### src/rtl/dst_pkg.sv
package dst_pkg;

    localparam int NUM_RULES    = 2;
    localparam int BYTES_PER    = 4;
    localparam int NUM_BYTES    = NUM_RULES * BYTES_PER;
    localparam int IDX_W        = $clog2(NUM_BYTES);
    localparam int MONTH_W      = 5;
    localparam int DATE_W       = 6;
    localparam int WDAY_W       = 3;
    localparam int WEEK_W       = 3;
    localparam logic [WEEK_W-1:0] WEEK_LAST = 3'd7;
    localparam int RULE_FWD     = 0;
    localparam int RULE_REV     = 1;

    typedef struct packed {
        logic [MONTH_W-1:0] month;
        logic               prio;
        logic [WEEK_W-1:0]  week;
        logic [WDAY_W-1:0]  wday;
        logic [DATE_W-1:0]  date;
        logic [7:0]         hour;
    } rule_t;

    function automatic logic [7:0] byte_default(input int idx);
        case (idx)
            0:       return 8'h04;
            1:       return 8'h00;
            2:       return 8'h01;
            3:       return 8'h02;
            4:       return 8'h10;
            5:       return 8'h00;
            6:       return 8'h01;
            default: return 8'h02;
        endcase
    endfunction

    function automatic logic [6:0] bcd_to_bin(input logic [7:0] b);
        return 7'(7'(b[7:4]) * 7'd10 + 7'(b[3:0]));
    endfunction

    function automatic logic [5:0] month_len(input logic [6:0] mon, input logic [6:0] yr);
        case (mon)
            7'd2:                       return (yr[1:0] == 2'b00) ? 6'd29 : 6'd28;
            7'd4, 7'd6, 7'd9, 7'd11:    return 6'd30;
            default:                    return 6'd31;
        endcase
    endfunction

endpackage

### src/rtl/dst_rule_regs.sv
module dst_rule_regs
    import dst_pkg::*;
(
    input  logic                       clk,
    input  logic                       rst,
    input  logic                       we,
    input  logic [IDX_W-1:0]           idx,
    input  logic [7:0]                 wdata,
    output rule_t [NUM_RULES-1:0]      rules,
    output logic                       enable
);
    logic [7:0] bytes_q [NUM_BYTES];

    always_ff @(posedge clk) begin
        if (rst) begin
            for (int i = 0; i < NUM_BYTES; i++) bytes_q[i] <= byte_default(i);
        end else if (we) begin
            bytes_q[idx] <= wdata;
        end
    end

    genvar r;
    generate
        for (r = 0; r < NUM_RULES; r++) begin : g_unpack
            localparam int B = r * BYTES_PER;
            assign rules[r].month = bytes_q[B][MONTH_W-1:0];
            assign rules[r].prio  = bytes_q[B+1][6];
            assign rules[r].week  = bytes_q[B+1][5:3];
            assign rules[r].wday  = bytes_q[B+1][2:0];
            assign rules[r].date  = bytes_q[B+2][DATE_W-1:0];
            assign rules[r].hour  = bytes_q[B+3];
        end
    endgenerate

    assign enable = bytes_q[0][7];
endmodule

### src/rtl/dst_day_match.sv
module dst_day_match
    import dst_pkg::*;
(
    input  rule_t               rule,
    input  logic [WDAY_W-1:0]   cur_wday,
    input  logic [DATE_W-1:0]   cur_date,
    input  logic [MONTH_W-1:0]  cur_month,
    input  logic [7:0]          cur_year,
    output logic                day_hit
);
    logic [6:0] date_bin, mon_bin, yr_bin;
    logic [5:0] dim;
    logic [4:0] date_m1;
    logic [WEEK_W-1:0] week_now;
    logic is_last, wk_ok, by_wday, by_date;

    always_comb begin
        date_bin = bcd_to_bin({2'b00, cur_date});
        mon_bin  = bcd_to_bin({3'b000, cur_month});
        yr_bin   = bcd_to_bin(cur_year);
        dim      = month_len(mon_bin, yr_bin);
        date_m1  = date_bin[4:0] - 5'd1;
        week_now = WEEK_W'(date_m1 / 5'd7) + WEEK_W'(1);
        is_last  = (7'(date_bin) + 7'd7) > 7'(dim);
        if (rule.week == WEEK_LAST)      wk_ok = is_last;
        else if (rule.week == '0)        wk_ok = 1'b0;
        else                             wk_ok = (week_now == rule.week);
        by_wday  = wk_ok && (cur_wday == rule.wday);
        by_date  = (cur_date == rule.date);
        day_hit  = (cur_month == rule.month) && (rule.prio ? by_wday : by_date);
    end
endmodule

### src/rtl/dst_adjust.sv
module dst_adjust
    import dst_pkg::*;
(
    input  logic                 clk,
    input  logic                 rst,
    input  logic                 cfg_we,
    input  logic [2:0]           cfg_idx,
    input  logic [7:0]           cfg_wdata,
    input  logic                 tick,
    input  logic [6:0]           cur_sec,
    input  logic [6:0]           cur_min,
    input  logic [7:0]           cur_hour,
    input  logic [2:0]           cur_wday,
    input  logic [5:0]           cur_date,
    input  logic [4:0]           cur_month,
    input  logic [7:0]           cur_year,
    output logic                 fwd_req,
    output logic                 rev_req
);
    rule_t [NUM_RULES-1:0] rules;
    logic                  dst_on;
    logic [NUM_RULES-1:0]  day_hit, hour_ok;
    logic                  on_hour, fire_f, fire_r;
    logic                  rev_done;
    logic [DATE_W-1:0]     done_date;
    logic [7:0]            fwd_hour_q;

    dst_rule_regs u_regs (
        .clk    (clk),
        .rst    (rst),
        .we     (cfg_we),
        .idx    (IDX_W'(cfg_idx)),
        .wdata  (cfg_wdata),
        .rules  (rules),
        .enable (dst_on)
    );

    genvar r;
    generate
        for (r = 0; r < NUM_RULES; r++) begin : g_rule
            dst_day_match u_day (
                .rule      (rules[r]),
                .cur_wday  (cur_wday),
                .cur_date  (cur_date),
                .cur_month (cur_month),
                .cur_year  (cur_year),
                .day_hit   (day_hit[r])
            );
            assign hour_ok[r] = ({cur_hour[7], cur_hour[5:0]} ==
                                 {rules[r].hour[7], rules[r].hour[5:0]});
        end
    endgenerate

    assign fwd_hour_q = rules[RULE_FWD].hour;

    always_comb begin
        on_hour = tick && (cur_min == '0) && (cur_sec == '0) && dst_on;
        fire_f  = on_hour && day_hit[RULE_FWD] && hour_ok[RULE_FWD];
        fire_r  = on_hour && day_hit[RULE_REV] && hour_ok[RULE_REV]
                  && !rev_done && !fire_f;
    end

    always_ff @(posedge clk) begin
        if (rst) begin
            fwd_req   <= 1'b0;
            rev_req   <= 1'b0;
            rev_done  <= 1'b0;
            done_date <= '0;
        end else begin
            fwd_req <= fire_f;
            rev_req <= fire_r;
            if (fire_r) begin
                rev_done  <= 1'b1;
                done_date <= cur_date;
            end else if (tick && (cur_date != done_date)) begin
                rev_done  <= 1'b0;
            end
        end
    end
endmodule

### config.mk
export PLATFORM = sky130hd
export DESIGN_NAME = dst_adjust
export DESIGN_NICKNAME = d
export VERILOG_FILES = /design/src/rtl/dst_pkg.sv /design/src/rtl/dst_rule_regs.sv /design/src/rtl/dst_day_match.sv /design/src/rtl/dst_adjust.sv
export SDC_FILE = /design/constraint.sdc
export NUM_CORES = 1
export LEC_CHECK = 0
export BUFFER_PORTS_ARGS = -buffer_cell sky130_fd_sc_hd__clkbuf_2
export CORE_MARGIN = 3
export CORE_UTILIZATION = 50
export CTS_CLUSTER_SIZE = 12
export DETAILED_ROUTE_END_ITERATION = 6
export GPL_TIMING_DRIVEN = 0
export HOLD_SLACK_MARGIN = 0.15
export PLACE_DENSITY = 0.72
export SYNTH_ARGS = -nofsm -noshare
export SYNTH_HDL_FRONTEND = slang
export SYNTH_SLANG_ARGS = --single-unit
### constraint.sdc
create_clock -name clk -period 8.35 [get_ports clk]
set_input_delay 2.0875 -clock clk [delete_from_list [all_inputs] [get_ports clk]]
set_output_delay 2.0875 -clock clk [all_outputs]
set_load 0.03 [all_outputs]
==> metrics.txt <==
# TYPE chip_impl_metric gauge
chip_impl_info{name="status",value="completed"} 1
chip_impl_metric{name="max_slew_margin",unit="%"} 28.9
chip_impl_metric{name="syn-mean-instance-area",unit="um2"} 10.8
chip_impl_info{name="critPathSlowestCell",value="sky130_fd_sc_hd__or4_4"} 1
chip_impl_metric{name="route.vias.total",unit=""} 2963
chip_impl_metric{name="finalWorstPathRequiredPeriod",unit="ns"} 7.12
chip_impl_metric{name="clock_latency_at_the_later_pin_of_the_worst_skew_pair",unit="ns"} 0.34
chip_impl_metric{name="leakage_power",unit="nW"} 1.69
chip_impl_metric{name="arrival",unit="ns"} 7.39
chip_impl_metric{name="cts-buffers-inserted",unit=""} 9
chip_impl_metric{name="timing.final.max_slew_violations",unit=""} 0
chip_impl_metric{name="max_cap_viol_count",unit=""} 0
chip_impl_metric{name="ctsHoldBuffers",unit=""} 0
chip_impl_metric{name="critical_path_peak_fanout",unit=""} 10
chip_impl_metric{name="post-dp-hpwl",unit="mm"} 6.64
chip_impl_metric{name="cts_htree_levels",unit=""} 3
chip_impl_metric{name="area_growth_syn_to_layout",unit="%"} 15.9
chip_impl_metric{name="worst_path_largest_cell_delay",unit="ns"} 0.58
chip_impl_metric{name="final_antenna_net_count",unit=""} 0
chip_impl_metric{name="power.share.sequential",unit="%"} 41.8
chip_impl_metric{name="start_util",unit="%"} 52.4
chip_impl_metric{name="synth.ff_latch_count",unit=""} 60
chip_impl_metric{name="floorplan.core_area",unit="mm2"} 0.00741
chip_impl_metric{name="worst_setup_hold_path_clk_slew",unit="ns"} 0.07
chip_impl_info{name="critical-path-top-cell-by-count",value="sky130_fd_sc_hd__inv_1"} 1
chip_impl_info{name="clockRootBuffer",value="sky130_fd_sc_hd__clkbuf_8"} 1
chip_impl_metric{name="initialDrtViolationCount",unit=""} 177
chip_impl_metric{name="vdd_ir_drop_max",unit="uV"} 134
chip_impl_metric{name="critPathBufInv",unit=""} 5
chip_impl_metric{name="synth_cell_types",unit=""} 61
chip_impl_metric{name="comb_power_share",unit="%"} 23.3
chip_impl_info{name="synthTopCellsByArea",value="sky130_fd_sc_hd__edfxtp_1, sky130_fd_sc_hd__xnor2_1, sky130_fd_sc_hd__and2_1"} 1
chip_impl_metric{name="drt-vias-per-instance",unit=""} 5.60
chip_impl_metric{name="totalPowerFinal",unit="uW"} 838
chip_impl_info{name="critical_path.top_delay_family",value="compound AO/OA/AOI/OAI gates"} 1
chip_impl_metric{name="synthesis.instances",unit=""} 360
chip_impl_info{name="layout_commonest_cell",value="sky130_fd_sc_hd__clkbuf_2"} 1
chip_impl_metric{name="finalHoldViolations",unit=""} 0
chip_impl_metric{name="sw_frac_of_total",unit="%"} 29.4
chip_impl_metric{name="nets",unit=""} 497
chip_impl_metric{name="drive_above_1_share",unit="%"} 23.5
chip_impl_metric{name="synth_largest_type_area_fraction",unit="%"} 39.5
chip_impl_metric{name="cell_internal_pwr",unit="uW"} 592
chip_impl_metric{name="synth-edff-count",unit=""} 51
chip_impl_metric{name="fp.dieH",unit="um"} 94.1
chip_impl_metric{name="wire_length_of_the_first_global_routing_pass",unit="mm"} 14.2
chip_impl_metric{name="io_port_bufs",unit=""} 54
chip_impl_metric{name="period_share",unit="%"} 85.3
chip_impl_metric{name="grt-ovfl-total",unit=""} 0
chip_impl_metric{name="io-pin-count",unit=""} 61
chip_impl_info{name="rsz0062_at_grt",value="false"} 1
chip_impl_metric{name="number_of_antenna_violations_at_the_first_check_in_global_routing",unit=""} 0
chip_impl_metric{name="globalplace.congestion",unit=""} 0.836
chip_impl_metric{name="power_density",unit="mW/mm2"} 186
chip_impl_metric{name="net-switching-power",unit="uW"} 246
chip_impl_info{name="synth-main-ff-cell",value="sky130_fd_sc_hd__edfxtp_1"} 1
chip_impl_info{name="top_library_cells_by_usage_in_the_layout_fill_and_taps_aside",value="sky130_fd_sc_hd__clkbuf_2, sky130_fd_sc_hd__edfxtp_1, sky130_fd_sc_hd__and2_1"} 1
chip_impl_metric{name="synth.yosys.seq_area_share",unit="%"} 44.1
chip_impl_metric{name="wl_per_cell",unit="um"} 16.3
chip_impl_metric{name="clkPwrFrac",unit="%"} 34.9
chip_impl_metric{name="cts.sink_count",unit=""} 60
chip_impl_metric{name="finClkSkew",unit="ns"} 0.00696
chip_impl_metric{name="rows",unit=""} 31
chip_impl_metric{name="yosys_synthesis_warning_count",unit=""} 0
chip_impl_metric{name="drt_wl_total",unit="mm"} 8.63
chip_impl_info{name="netlist.top_cell.by_area",value="sky130_fd_sc_hd__edfxtp_1"} 1
chip_impl_metric{name="ys_async_sr_fraction",unit="%"} 0
chip_impl_metric{name="dieArea",unit="mm2"} 0.00886
chip_impl_metric{name="first_global_vias",unit=""} 2984
chip_impl_metric{name="grt.total_usage",unit="%"} 21.3
chip_impl_metric{name="cts.path.max_buffers",unit=""} 2
chip_impl_metric{name="setup_tns",unit="ns"} 0
chip_impl_info{name="timing.setup.critical_path_class",value="input port to flip-flop"} 1
chip_impl_metric{name="synthesis.area",unit="mm2"} 0.00388
chip_impl_metric{name="num_antenna_cells",unit=""} 0
chip_impl_metric{name="filler_cell_count",unit=""} 634
chip_impl_info{name="worst_setup_path_start_kind",value="input port"} 1
chip_impl_metric{name="detail_route.drc_violations",unit=""} 0
chip_impl_metric{name="maximum_clock_rate",unit="MHz"} 140
chip_impl_metric{name="cts_repair_resize_count",unit=""} 0
chip_impl_metric{name="die_w",unit="um"} 94.1
chip_impl_metric{name="setup_viol_count_final",unit=""} 0
chip_impl_info{name="tritoncts",value="done"} 1
chip_impl_metric{name="drt_first_pass_iters",unit=""} 4
chip_impl_info{name="path_cells",value="clkbuf_2, buf_2, inv_1, fa_1, xor2_2, and3_1, xnor3_2, nor2_1, nor2_1, ha_1, a32oi_1, o21ai_0, a22oi_2, inv_1, ha_1, inv_1, a21oi_2, or4_4, a31oi_4, o221ai_4, or3_1, a21oi_1"} 1
chip_impl_metric{name="syn_nets",unit=""} 432
chip_impl_metric{name="worst_ep_required_time",unit="ns"} 8.62
chip_impl_metric{name="timing_worst_slew_pin_value",unit="ns"} 1.06
chip_impl_info{name="setup.worst_path.end_class",value="flip-flop"} 1
chip_impl_metric{name="maximum_number_of_pins_on_one_net_before_global_route_repair",unit=""} 13
chip_impl_info{name="hold_path.class",value="flip-flop to flip-flop"} 1
chip_impl_metric{name="buffer_count_from_post_cts_setup_fixing",unit=""} 0
==> final timing paths <==
kind	end	slack [ns]	cells after the start	from
max reg2reg	done_date[2]$_SDFFE_PP0P_	6.20	8	u_regs.bytes_q[5][4]$_SDFFCE_PN0P_
max	done_date[2]$_SDFFE_PP0P_	1.23	22	cur_date[5]
min	rev_done$_SDFFE_PP0P_	0.46	2	rev_done$_SDFFE_PP0P_
min reg2reg	rev_done$_SDFFE_PP0P_	0.46	2	rev_done$_SDFFE_PP0P_
==> cell families after synthesis <==
family                   share of synthesized area, %
AND/OR/NAND/NOR                                  23.9
AO/OA/AOI/OAI                                    11.2
flip-flops                                       44.1
XOR/XNOR                                         13.8
buffers and inverters                            2.00
adder cells (fa/ha/maj)                          4.64
multiplexers                                    0.355
==> cell type report <==
| type | count | area (um2) | share of cell area (%) |
|---|---|---|---|
| multi-input combinational | 282 | 2090 | 46.5 |
| sequential | 60 | 1710 | 38.1 |
| timing repair buffer | 54 | 270 | 6.01 |
| clock buffer | 9 | 124 | 2.75 |
| tap | 99 | 124 | 2.75 |
| clock inverter | 7 | 98.8 | 2.20 |
| inverter | 11 | 41.3 | 0.918 |
| buffer | 7 | 36.3 | 0.807 |
==> worst reg2reg max path, stage by stage, from the launching register on <==
cell                       delay [ns]
sky130_fd_sc_hd__edfxtp_1        0.45
sky130_fd_sc_hd__nand2b_1        0.18
sky130_fd_sc_hd__or3_1           0.30
sky130_fd_sc_hd__o21ai_0         0.07
sky130_fd_sc_hd__o21ai_0         0.20
sky130_fd_sc_hd__a31oi_4         0.26
sky130_fd_sc_hd__o221ai_4        0.17
sky130_fd_sc_hd__or3_1           0.34
sky130_fd_sc_hd__a21oi_1         0.12
==> cell usage after synthesis (2+ instances only) <==
library cell	number
sky130_fd_sc_hd__a211oi_1	3
sky130_fd_sc_hd__a21oi_1	15
sky130_fd_sc_hd__a21oi_2	3
sky130_fd_sc_hd__a221oi_1	2
sky130_fd_sc_hd__a31oi_1	2
sky130_fd_sc_hd__a32oi_1	2
sky130_fd_sc_hd__and2_1	45
sky130_fd_sc_hd__and4_1	2
sky130_fd_sc_hd__buf_2	2
sky130_fd_sc_hd__clkbuf_1	4
sky130_fd_sc_hd__dfxtp_1	9
sky130_fd_sc_hd__edfxtp_1	51
sky130_fd_sc_hd__ha_1	12
sky130_fd_sc_hd__inv_1	11
sky130_fd_sc_hd__nand2_1	11
sky130_fd_sc_hd__nand2b_1	11
sky130_fd_sc_hd__nand3_1	5
sky130_fd_sc_hd__nand3b_1	3
sky130_fd_sc_hd__nand4_1	12
sky130_fd_sc_hd__nor2_1	12
sky130_fd_sc_hd__nor3_1	9
sky130_fd_sc_hd__nor4_1	8
sky130_fd_sc_hd__nor4b_1	2
sky130_fd_sc_hd__o211a_1	2
sky130_fd_sc_hd__o211ai_1	2
sky130_fd_sc_hd__o21ai_0	11
sky130_fd_sc_hd__o21ai_1	7
sky130_fd_sc_hd__or2_2	9
sky130_fd_sc_hd__or3_1	8
sky130_fd_sc_hd__xnor2_1	39
sky130_fd_sc_hd__xnor3_2	2
sky130_fd_sc_hd__xor2_1	15
==> per-layer routing <==
layer / share of wire, % / GRT usage, % / up-vias
met5: 0 / 0 / -
met4: 1.9 / 7.46 / 0
met3: 5.1 / 4.41 / 18
met2: 47 / 34.9 / 87
met1: 46 / 27.9 / 1398
li1: - / - / 1460
==> sequential cells by signal, indices dropped and copies added (netlist names) <==
name	flops
u_regs.bytes_q	51
fwd_req	1
rev_req	1
rev_done	1
done_date	6
==> metrics by stage <==
| step | cells | util [%] | worst slack, ns | hold WS (ns) | cell area [um2] |
|---|---|---|---|---|---|
| after floorplan | 360 | - | 1.64 | 0.437 | 3880 |
| after global placement | 513 | 57.7 | 1.04 | 0.449 | 4280 |
| after detailed placement | 513 | 57.7 | 0.896 | 0.455 | 4280 |
| after CTS | 529 | 60.7 | 1.24 | 0.465 | 4500 |
| after global routing | 529 | 60.7 | 0.823 | 0.484 | 4500 |
| final | 529 | 60.7 | 1.23 | 0.460 | 4500 |
==> power by group through the flow <==
stage | clock network, mW | registers, mW | logic [mW]
floorplan | 0 | 0.354 | 0.142
global placement | 0 | 0.356 | 0.189
detailed placement | 0 | 0.357 | 0.194
CTS | 0.296 | 0.351 | 0.195
global route | 0.312 | 0.352 | 0.217
finish | 0.292 | 0.351 | 0.195
Note: power is estimated with default switching activity, not from simulation.
